**src/rtl/bscan_pkg.sv**
```systemverilog
package bscan_pkg;

    typedef enum logic [1:0] {
        MODE_SAMPLE = 2'b00,
        MODE_EXTEST = 2'b01,
        MODE_INTEST = 2'b10,
        MODE_NORMAL = 2'b11
    } bs_mode_e;

    // Position of each cell kind of pad k, counted from the tdi end
    function automatic int unsigned pos_oe(input int unsigned k);
        return 3 * k;
    endfunction

    function automatic int unsigned pos_out(input int unsigned k);
        return 3 * k + 1;
    endfunction

    function automatic int unsigned pos_in(input int unsigned k);
        return 3 * k + 2;
    endfunction

endpackage

```
**src/rtl/bscan_shift_chain.sv**
```systemverilog
module bscan_shift_chain
    import bscan_pkg::*;
#(
    parameter int unsigned NPAD = 8,
    localparam int unsigned LEN = 3 * NPAD + 1
) (
    input  logic            tck,
    input  logic            trst_n,
    input  logic            tdi,
    input  logic            capture_dr,
    input  logic            shift_dr,
    input  logic [NPAD-1:0] core_oe,
    input  logic [NPAD-1:0] core_out,
    input  logic [NPAD-1:0] pad_in,
    input  logic            rst_pin_in,
    output logic [LEN-1:0]  chain_o,
    output logic            tdo
);

    typedef struct packed {
        logic [LEN-1:0] cells;
    } chain_st_t;

    chain_st_t      st_d, st_q;
    logic [LEN-1:0] cap_vec;

    // Values loaded on capture, by cell kind
    for (genvar k = 0; k < NPAD; k++) begin : g_cap
        assign cap_vec[pos_oe(k)]  = core_oe[k];
        assign cap_vec[pos_out(k)] = core_out[k];
        assign cap_vec[pos_in(k)]  = pad_in[k];
    end
    assign cap_vec[LEN-1] = rst_pin_in;

    always_comb begin
        st_d = st_q;
        if (capture_dr) begin
            st_d.cells = cap_vec;
        end else if (shift_dr) begin
            st_d.cells = {st_q.cells[LEN-2:0], tdi};
        end
    end

    always_ff @(posedge tck or negedge trst_n) begin
        if (!trst_n) begin
            st_q <= '0;
        end else begin
            st_q <= st_d;
        end
    end

    assign chain_o = st_q.cells;
    assign tdo     = st_q.cells[LEN-1];

    // a shift moves tdi in and pushes the neighbour toward tdo
    p_shift_move_r3: assert property (@(posedge tck) disable iff (!trst_n)
        (shift_dr && !capture_dr) |=>
            (chain_o[0] == $past(tdi)) && (tdo == $past(chain_o[LEN-2])));

    // no capture or shift means the chain stands still
    p_chain_hold_r11: assert property (@(posedge tck) disable iff (!trst_n)
        (!shift_dr && !capture_dr) |=> $stable(chain_o));

endmodule

```
**src/rtl/bscan_update_bank.sv**
```systemverilog
module bscan_update_bank #(
    parameter int unsigned NCELL = 24
) (
    input  logic             tck,
    input  logic             trst_n,
    input  logic             update_dr,
    input  logic [NCELL-1:0] shift_bits,
    output logic [NCELL-1:0] upd_o
);

    typedef struct packed {
        logic [NCELL-1:0] hold;
    } upd_st_t;

    upd_st_t st_d, st_q;

    always_comb begin
        st_d = st_q;
        if (update_dr) begin
            st_d.hold = shift_bits;
        end
    end

    always_ff @(posedge tck or negedge trst_n) begin
        if (!trst_n) begin
            st_q <= '0;
        end else begin
            st_q <= st_d;
        end
    end

    assign upd_o = st_q.hold;

    // held values change only through Update-DR
    p_upd_hold_r5: assert property (@(posedge tck) disable iff (!trst_n)
        !update_dr |=> $stable(upd_o));

    // an update copies what the chain held at that edge
    p_upd_load_r5: assert property (@(posedge tck) disable iff (!trst_n)
        update_dr |=> (upd_o == $past(shift_bits)));

endmodule

```
**src/rtl/bscan_pad_mux.sv**
```systemverilog
module bscan_pad_mux
    import bscan_pkg::*;
#(
    parameter int unsigned NPAD = 8,
    localparam int unsigned NCELL = 3 * NPAD
) (
    input  bs_mode_e         mode,
    input  logic [NCELL-1:0] upd,
    input  logic [NPAD-1:0]  core_out,
    input  logic [NPAD-1:0]  core_oe,
    input  logic [NPAD-1:0]  pad_in,
    output logic [NPAD-1:0]  pad_out,
    output logic [NPAD-1:0]  pad_oe,
    output logic [NPAD-1:0]  core_in
);

    logic drive_pads_d;
    logic drive_core_d;

    always_comb begin
        drive_pads_d = (mode == MODE_EXTEST);
        drive_core_d = (mode == MODE_INTEST);
    end

    for (genvar k = 0; k < NPAD; k++) begin : g_pad
        assign pad_oe[k]  = drive_pads_d ? upd[pos_oe(k)]  : core_oe[k];
        assign pad_out[k] = drive_pads_d ? upd[pos_out(k)] : core_out[k];
        assign core_in[k] = drive_core_d ? upd[pos_in(k)]  : pad_in[k];
    end

endmodule

```
**src/rtl/bscan_chain_top.sv**
```systemverilog
module bscan_chain_top
    import bscan_pkg::*;
#(
    parameter int unsigned NPAD = 8,
    localparam int unsigned NCELL = 3 * NPAD,
    localparam int unsigned LEN = NCELL + 1
) (
    input  logic            tck,
    input  logic            trst_n,
    input  logic            tdi,
    input  logic            capture_dr,
    input  logic            shift_dr,
    input  logic            update_dr,
    input  logic [1:0]      mode_sel,
    input  logic [NPAD-1:0] core_out,
    input  logic [NPAD-1:0] core_oe,
    output logic [NPAD-1:0] core_in,
    input  logic [NPAD-1:0] pad_in,
    output logic [NPAD-1:0] pad_out,
    output logic [NPAD-1:0] pad_oe,
    input  logic            rst_pin_in,
    output logic            rst_to_core,
    output logic            tdo
);

    logic [LEN-1:0]   chain_q;
    logic [NCELL-1:0] upd_q;
    bs_mode_e         mode_d;

    // test reset forces the normal path
    always_comb begin
        mode_d = trst_n ? bs_mode_e'(mode_sel) : MODE_SAMPLE;
    end

    bscan_shift_chain #(.NPAD(NPAD)) u_chain (
        .tck        (tck),
        .trst_n     (trst_n),
        .tdi        (tdi),
        .capture_dr (capture_dr),
        .shift_dr   (shift_dr),
        .core_oe    (core_oe),
        .core_out   (core_out),
        .pad_in     (pad_in),
        .rst_pin_in (rst_pin_in),
        .chain_o    (chain_q),
        .tdo        (tdo)
    );

    // The reset cell (top position) has no update stage
    bscan_update_bank #(.NCELL(NCELL)) u_upd (
        .tck        (tck),
        .trst_n     (trst_n),
        .update_dr  (update_dr),
        .shift_bits (chain_q[NCELL-1:0]),
        .upd_o      (upd_q)
    );

    bscan_pad_mux #(.NPAD(NPAD)) u_mux (
        .mode     (mode_d),
        .upd      (upd_q),
        .core_out (core_out),
        .core_oe  (core_oe),
        .pad_in   (pad_in),
        .pad_out  (pad_out),
        .pad_oe   (pad_oe),
        .core_in  (core_in)
    );

    // the reset pin is observed, never overridden
    assign rst_to_core = rst_pin_in;

    // Input assumption: TAP states are exclusive
    p_ctrl_onehot: assert property (@(posedge tck) disable iff (!trst_n)
        $onehot0({capture_dr, shift_dr, update_dr}));

    // the reset cell sits next to tdo and captures the pin
    p_rst_capture_r4: assert property (@(posedge tck) disable iff (!trst_n)
        capture_dr |=> (tdo == $past(rst_pin_in)));

    // normal modes give the core the pads
    p_normal_path_r6: assert property (@(posedge tck) disable iff (!trst_n)
        (mode_sel == 2'b00 || mode_sel == 2'b11) |->
            (pad_out == core_out && pad_oe == core_oe && core_in == pad_in));

    // external test leaves the core inputs on the pads
    p_extest_core_r7: assert property (@(posedge tck) disable iff (!trst_n)
        (mode_sel == 2'b01) |-> (core_in == pad_in));

    // internal test leaves the pads with the core
    p_intest_pads_r8: assert property (@(posedge tck) disable iff (!trst_n)
        (mode_sel == 2'b10) |-> (pad_out == core_out && pad_oe == core_oe));

endmodule

```
**config.mk**
```make
export PLATFORM = sky130hd
export DESIGN_NAME = bscan_chain_top
export DESIGN_NICKNAME = d
export VERILOG_FILES = /design/src/rtl/bscan_pkg.sv /design/src/rtl/bscan_shift_chain.sv /design/src/rtl/bscan_update_bank.sv /design/src/rtl/bscan_pad_mux.sv /design/src/rtl/bscan_chain_top.sv
export SDC_FILE = /design/constraint.sdc
export NUM_CORES = 1
export LEC_CHECK = 0
export BUFFER_PORTS_ARGS = -buffer_cell sky130_fd_sc_hd__buf_4
export CAP_MARGIN = 0
export CORE_MARGIN = 2
export CORE_UTILIZATION = 54
export CTS_CLUSTER_DIAMETER = 200
export DETAILED_ROUTE_END_ITERATION = 8
export PLACE_DENSITY = 0.76
export REMOVE_ABC_BUFFERS = 1
export SLEW_MARGIN = 0
export SYNTH_ARGS = -nofsm -noshare
export SYNTH_HDL_FRONTEND = slang
export SYNTH_HIERARCHICAL = 1
export SYNTH_SLANG_ARGS = --single-unit
```
**constraint.sdc**
```tcl
create_clock -name tck -period 1.9 [get_ports tck]
set_input_delay 0.38 -clock tck [delete_from_list [all_inputs] [get_ports tck]]
set_output_delay 0.38 -clock tck [all_outputs]
set_load 0.02 [all_outputs]
```
==> results.cfg, run 1 <==
[timing]
rsz0062_at_grt = no
min_period_ns = 1.875
max_freq_mhz = 533.2
tightest_slew_ns = 0.4641
finalSetupViolations = 0
hold_viol_final = 0
skew_ns = 0.002908
hold-worst-slack_ns = 0.03867
final_max_slew_viol_count = 0
setup_ws_ns = 0.02470
fin_crit_sh = 0.9870
slew_headroom = 0.6906

[power_and_ir_drop]
vdd.ir_drop.worst_v = 0.0003981
pwr-share-comb = 0.242
finalPower_w = 0.002446
p_per_area_nw_per_um2 = 798.6
power_switching_w = 0.0006754
p_leak_nw = 1.527
power_frac_clock = 0.243
p_seq_frac = 0.516
switching_share = 0.2761
power.internal_w = 0.001771

[setup_path]
crit_arrival_ns = 1.50
reg2reg_slack_ns = 1.11
worstSetupEndpointType = primary output
startpoint_type = input port
critPathMaxFanout = 7
critPathKind = in2out
worst-r2r-cell-count = 2
critPathRequiredTime_ns = 1.52

[logic_synthesis]
syn_avg_cell_area_um2 = 13.38
ys_warn_count = 6
syn_area_um2 = 2555
netlist_instances = 191

[global_routing]
grt_start_max_net_pins = 51
grt_pass1_vias = 1582
antenna_found_initial = 0
grt.overflow.total = 0
grtUsageTotal = 0.1922
grt_pass1_wl_mm = 7.734

[drt]
via_count = 1613
wl_per_cell_um = 15.74
dr.pass1.iters = 4
drtIter0Drc = 85
drc = 0
antenna_left = 0
via_per_inst = 5.359
totalWireLength_mm = 4.738

[clock_tree]
insertion_delay_ns = 0.30
postCtsSetupRepairBufs = 0
cts_root_buffer = clkbuf_8
cts-buffers-inserted = 5
clkTransAtPathRegs_ns = 0.08
cts.sinks = 49
clock_path_buffers = 2
htreeDepth = 2
tritoncts = yes

[layout]
fin_area_um2 = 3063
n_antenna_cell = 0
nets = 279
instances_no_fill = 301
synthToLayoutAreaGrowth_pct = 19.88
seqCellArea_um2 = 1226
multiInputGateArea_um2 = 1170
drive_gt1_frac = 0.4939
fillCellCount = 375

[outcome]
status = finished clean

[placed_design]
portBuffers = 58
pre_cts_slack_ns = -0.01383
dpl.cell_count = 293
gp_congestion = 0.7224
placed_area_um2 = 2948
place_hpwl_mm = 3.175

[floorplan]
initial_core_util = 0.5519
core_area_um2 = 4629
die_area_um2 = 5298
die_h_um = 72.79
pin_count = 59
rows = 25
die_x_um = 72.79

[min_path]
min_path_type = in2async

[flow_run]
drv_cap = 0
repair_timing:
action / CTS / global route
hold buffers: 0 / 0
cloned: 0 / 0
gates resized for setup: 5 / 5
endpoints found under the setup margin: 7 / 14
worst paths after layout:
path	from	end
worst max register to register	u_chain/chain_o[16]$_DFFE_PN0P_	u_chain/chain_o[17]$_DFFE_PN0P_
min in group tck	core_oe[0]	u_chain/chain_o[0]$_DFFE_PN0P_
worst min-delay path	trst_n	u_upd/upd_o[15]$_DFFE_PN0P_
worst min register to register	u_upd/upd_o[21]$_DFFE_PN0P_	u_upd/upd_o[21]$_DFFE_PN0P_
worst max-delay path	trst_n	core_in[2]
max in group asynchronous	trst_n	u_upd/upd_o[21]$_DFFE_PN0P_
state kept, by name (all words and copies together) (netlist names):
register and cells:
u_chain/chain_o 25, u_upd/upd_o 24
through the flow:
stage,utilization,setup TNS (ns)
after global placement,0.6368,-0.04187
after CTS,0.6578,0
after floorplan,-,0
final,0.6616,0
after detailed placement,0.6368,-0.03721
after global routing,0.6616,0
final cells by class:
cell class                 instances  area share
timing repair buffer              63      0.1687
tap                               54     0.02206
multi-input combinational        127      0.3819
sequential                        49      0.4003
clock inverter                     2    0.003268
clock buffer                       6     0.02369
power groups by stage:
stage,Clock (W),Sequential (W),Combinational (W)
6_report,0.000594,0.00126,0.000591
5_1_grt,0.000659,0.00128,0.000637
4_1_cts,0.000610,0.00126,0.000590
3_5_place_dp,0,0.00128,0.000583
3_3_place_gp,0,0.00128,0.000573
2_1_floorplan,0,0.00125,0.000343
layout by cell type, fill, tap and decap left out, types with 5 or more instances in the layout:
cell type / n
nand2_1: 25
o21ai_0: 5
mux2_4: 32
buf_4: 56
buf_6: 5
mux2_2: 16
clkbuf_8: 5
dfrtp_1: 49
o21ai_1: 20
mux2i_1: 25
per-layer routing:
layer,track usage,vias to the layer above,wire (um)
met3,0.04834,6,246
met2,0.2798,46,2132
met5,0,-,0
met4,0.06173,0,62
met1,0.2830,787,2297
li1,-,774,-
worst max-delay path, cell delays in order:
cell,delay [ns]
buf_4,0.12
and2_4,0.13
and2b_2,0.24
buf_12,0.13
mux2_2,0.35
buf_6,0.13
(Power assumes the default switching activity.)
==> run 2, diff against run 1 <==
--- a/config.mk
+++ b/config.mk
@@ -13,6 +13,7 @@
 export DETAILED_ROUTE_END_ITERATION = 8
 export PLACE_DENSITY = 0.76
 export REMOVE_ABC_BUFFERS = 1
+export SKIP_LAST_GASP = 1
 export SLEW_MARGIN = 0
 export SYNTH_ARGS = -nofsm -noshare
 export SYNTH_HDL_FRONTEND = slang
==> constraint.sdc (replaced) <==
create_clock -name tck -period 1.8 [get_ports tck]
set_input_delay 0.36 -clock tck [delete_from_list [all_inputs] [get_ports tck]]
set_output_delay 0.36 -clock tck [all_outputs]
set_load 0.02 [all_outputs]
==> results.cfg, run 2 (synthesis results as in run 1) <==
[floorplan]
die_h_um = 72.79
core_area_um2 = 4629
die_x_um = 72.79
initial_core_util = 0.5519
die_area_um2 = 5298
pin_count = 59
rows = 25

[power_and_ir_drop]
switching_share = 0.2623
p_per_area_nw_per_um2 = 875.8
power.internal_w = 0.002091
p_seq_frac = 0.470
p_leak_nw = 1.602
power_frac_clock = 0.289
vdd.ir_drop.worst_v = 0.0005583
finalPower_w = 0.002835
power_switching_w = 0.0007435
pwr-share-comb = 0.240

[drt]
dr.pass1.iters = 4
antenna_left = 0
totalWireLength_mm = 5.129
wl_per_cell_um = 16.93
via_count = 1663
via_per_inst = 5.488
drc = 0
drtIter0Drc = 112

[setup_path]
startpoint_type = input port
r2r-start = u_chain/chain_o[23]$_DFFE_PN0P_
crit_start = mode_sel[0]
reg2reg_slack_ns = 1.01
worstSetupEndpointType = primary output
crit_arrival_ns = 1.43
critPathKind = in2out
critPathRequiredTime_ns = 1.44
critPathMaxFanout = 7

[layout]
final_core_util = 0.6992
nets = 281
layout_commonest_cell = dfrtp_1
drive_gt1_frac = 0.4980
synthToLayoutAreaGrowth_pct = 26.69
fin_area_um2 = 3237
largest_register_ffs = 25
fillCellCount = 350
n_antenna_cell = 0
final_cell_mix = 49 x dfrtp_1, 38 x mux2_4, 36 x buf_4, 25 x mux2i_1, 25 x nand2_1

[timing]
finalSetupViolations = 0
hold_viol_final = 0
fin_crit_sh = 0.9922
rsz0062_at_grt = yes
slew_headroom = 0.6851
tightest_slew_ns = 0.4723
final_max_slew_viol_count = 0
setup_ws_ns = 0.01410
min_period_ns = 1.786
max_freq_mhz = 559.9
hold-worst-slack_ns = 0.06778
skew_ns = 0.01234

[global_routing]
antenna_found_initial = 0
grt_pass1_vias = 1569
grtUsageTotal = 0.1924
grt_pass1_wl_mm = 7.728
grt.overflow.total = 0
grt_start_max_net_pins = 51

[clock_tree]
cts-buffers-inserted = 5
tritoncts = yes
cts.sinks = 49
clock_path_buffers = 2
postCtsSetupRepairBufs = 0
cts_root_buffer = clkbuf_8
htreeDepth = 2
clkTransAtPathRegs_ns = 0.10
insertion_delay_ns = 0.31

[placed_design]
placed_area_um2 = 2948
portBuffers = 58
place_hpwl_mm = 3.144
pre_cts_slack_ns = -0.07897
gp_congestion = 0.7225

[flow_run]
drv_cap = 0

[outcome]
status = finished clean

[min_path]
min_path_type = in2async
[run 2: changes by cell type in the layout (fill, tap and decap cells not counted), sizes merged]
cell	before	now
bufinv	0	1
clkbuf	6	7
clkinv	2	0
clkinvlp	0	1
dlygate4sd3	0	1
[run 2: per-stage QoR]
stage	TNS [ns]	std cells
after floorplan	0	176
after global placement	-0.6461	293
after detailed placement	-0.7708	293
after CTS	0	302
after global routing	-0.1175	303
final	0	303
[run 2: cell type report]
| type | count | area [um^2] | area share |
|---|---|---|---|
| clock buffer | 6 | 82.58 | 0.02551 |
| tap | 54 | 67.56 | 0.02087 |
| sequential | 49 | 1226 | 0.3788 |
| timing repair buffer | 65 | 630.6 | 0.1948 |
| multi-input combinational | 127 | 1192 | 0.3684 |
| clock inverter | 2 | 37.54 | 0.01160 |
[run 2: worst paths after layout]
path	end	cells after the start
max in group asynchronous	u_chain/chain_o[10]$_DFFE_PN0P_	3
setup reg to reg	u_upd/upd_o[23]$_DFFE_PN0P_	1
hold / removal	u_upd/upd_o[17]$_DFFE_PN0P_	2
setup / recovery	core_in[1]	6
min in group tck	u_chain/chain_o[0]$_DFFE_PN0P_	3
hold reg to reg	u_upd/upd_o[12]$_DFFE_PN0P_	1
[run 2: critical path, cell delays in order]
cell,delay [ns]
buf_6,0.09
and2_4,0.14
and2b_2,0.24
buf_12,0.14
mux2_4,0.32
buf_6,0.13
[run 2: per-layer routing]
layer  GRT usage  share of wire
met5           0              0
met4     0.05556          0.010
met3     0.04558          0.058
met2      0.2869           0.46
met1      0.2822           0.48
[run 2: power groups by stage]
stage	Combinational [W]	Clock, W	Sequential, W
after global routing	0.000730	0.000878	0.00135
after floorplan	0.000362	0	0.00132
after detailed placement	0.000615	0	0.00135
final	0.000681	0.000820	0.00133
after CTS	0.000647	0.000833	0.00133
after global placement	0.000605	0	0.00135
[run 2: what timing repair did]
item | 4_1_cts | 5_1_grt
endpoints found under the setup margin | 24 | 13
cloned | 0 | 1
hold endpoints to repair | 15 | 0
resized for setup | 19 | 18
hold buffers | 1 | 0
pin swaps | 2 | 2
==> run 3, diff against run 2 <==
--- a/config.mk
+++ b/config.mk
@@ -13,6 +13,7 @@
 export DETAILED_ROUTE_END_ITERATION = 8
 export PLACE_DENSITY = 0.76
 export REMOVE_ABC_BUFFERS = 1
+export SETUP_SLACK_MARGIN = 0.05
 export SKIP_LAST_GASP = 1
 export SLEW_MARGIN = 0
 export SYNTH_ARGS = -nofsm -noshare
==> constraint.sdc (replaced) <==
create_clock -name tck -period 1.69 [get_ports tck]
set_input_delay 0.338 -clock tck [delete_from_list [all_inputs] [get_ports tck]]
set_output_delay 0.338 -clock tck [all_outputs]
set_load 0.02 [all_outputs]
==> results.cfg, run 3 (synthesis results as in run 1) <==
[outcome]
status = finished, violations left
violations = setup timing

[timing]
max_freq_mhz = 575.1
hold_viol_final = 0
skew_ns = 0.002865
final_max_slew_viol_count = 0
slew_headroom = 0.6927
min_period_ns = 1.739
setup_ws_ns = -0.04897
tightest_slew_ns = 0.4609
rsz0062_at_grt = yes
finalSetupViolations = 23
fin_crit_sh = 1.029

[placed_design]
place_hpwl_mm = 3.175
portBuffers = 58
placed_area_um2 = 2948
pre_cts_slack_ns = -0.1394
dpl.cell_count = 293
gp_congestion = 0.7224

[drt]
drtIter0Drc = 113
wl_per_cell_um = 16.61
totalWireLength_mm = 5.034
via_per_inst = 5.353
antenna_left = 0
dr.pass1.iters = 4
drc = 0
via_count = 1622

[flow_run]
drv_cap = 0

[floorplan]
core_area_um2 = 4629
die_area_um2 = 5298
pin_count = 59
die_h_um = 72.79
initial_core_util = 0.5519
rows = 25
die_x_um = 72.79

[global_routing]
antenna_found_initial = 0
grt_pass1_vias = 1654
grt_pass1_wl_mm = 8.183
grt.overflow.total = 0
grt_start_max_net_pins = 51
grtUsageTotal = 0.2032

[setup_path]
critPathRequiredTime_ns = 1.35
critPathKind = in2out
worst-r2r-cell-count = 2
crit_arrival_ns = 1.40
critPathMaxFanout = 7
worstSetupEndpointType = primary output
startpoint_type = input port

[layout]
n_antenna_cell = 0
fin_area_um2 = 3231
synthToLayoutAreaGrowth_pct = 26.44
drive_gt1_frac = 0.4980
final_core_util = 0.6978
nets = 281
largest_register_ffs = 25
layout_commonest_cell = dfrtp_1
final_cell_mix = 49 x dfrtp_1, 44 x mux2_4, 34 x buf_4, 27 x buf_6
instances_no_fill = 303

[power_and_ir_drop]
power.internal_w = 0.002045
power_frac_clock = 0.235
p_leak_nw = 1.615
p_per_area_nw_per_um2 = 874.9
p_seq_frac = 0.504
vdd.ir_drop.worst_v = 0.0005014
pwr-share-comb = 0.261
switching_share = 0.2763
finalPower_w = 0.002826
power_switching_w = 0.0007809

[min_path]
min_path_type = in2async

[clock_tree]
tritoncts = yes
clkTransAtPathRegs_ns = 0.09
cts_root_buffer = clkbuf_8
cts.sinks = 49
cts-buffers-inserted = 5
htreeDepth = 2
insertion_delay_ns = 0.30
clock_path_buffers = 2
run 3: cell types whose count changed in the layout (fill, tap and decap cells not counted), sizes merged:
cell	delta
clkinv	+2
dlygate4sd3	-1
clkinvlp	-1
buf	+1
bufinv	-1
run 3: worst paths after layout:
kind                                                  end                            from  slack, ns
setup reg to reg           u_chain/chain_o[5]$_DFFE_PN0P_  u_chain/chain_o[4]$_DFFE_PN0P_       0.90
max in group asynchronous      u_upd/upd_o[0]$_DFFE_PN0P_                          trst_n       1.23
hold reg to reg               u_upd/upd_o[12]$_DFFE_PN0P_     u_upd/upd_o[12]$_DFFE_PN0P_       0.51
setup / recovery                               core_in[7]                     mode_sel[0]      -0.05
min in group tck           u_chain/chain_o[1]$_DFFE_PN0P_                     core_out[0]       0.26
hold / removal                u_upd/upd_o[15]$_DFFE_PN0P_                          trst_n       0.06
run 3: area by class of cell:
type | instances | area (um^2)
well taps | 54 | 67.56
clock buffers | 6 | 72.57
multi-input cells | 127 | 1215
flip-flops and latches | 49 | 1226
clock inverters | 2 | 10.01
fillers | 347 | 1399
repair buffers | 65 | 639.4
run 3: critical path: stages:
cell and delay [ns]:
buf_6 0.09, and2_4 0.15, and2b_2 0.24, buf_12 0.14, mux2_4 0.31, buf_6 0.13
run 3: per-layer routing:
metal | wire, um | global-route usage
met3 | 266 | 0.05110
met1 | 2481 | 0.3008
met2 | 2236 | 0.2990
met5 | 0 | 0
met4 | 49 | 0.05556
run 3: power by group through the flow:
stage	logic [W]	registers, W	clock network (W)
final	0.000738	0.00142	0.000666
after detailed placement	0.000655	0.00144	0
after floorplan	0.000385	0.00141	0
after global routing	0.000792	0.00144	0.000732
after global placement	0.000644	0.00143	0
after CTS	0.000743	0.00142	0.000686
run 3: what timing repair did:
action / in CTS / in global routing
pin swaps: 1 / 1
endpoints found under the setup margin: 24 / 24
gates resized for setup: 46 / 2
hold buffers: 0 / 0
setup buffers: 1 / 0
gates cloned: 1 / 0
hold endpoints to repair: 0 / 0
run 3: through the flow:
stage,hold slack [ns],TNS (ns)
CTS,0.06094,-1.215
finish,0.06447,-0.6078
global placement,0.3164,-2.148
global route,0.06452,-1.260
floorplan,0.04241,0
detailed placement,0.3187,-2.322
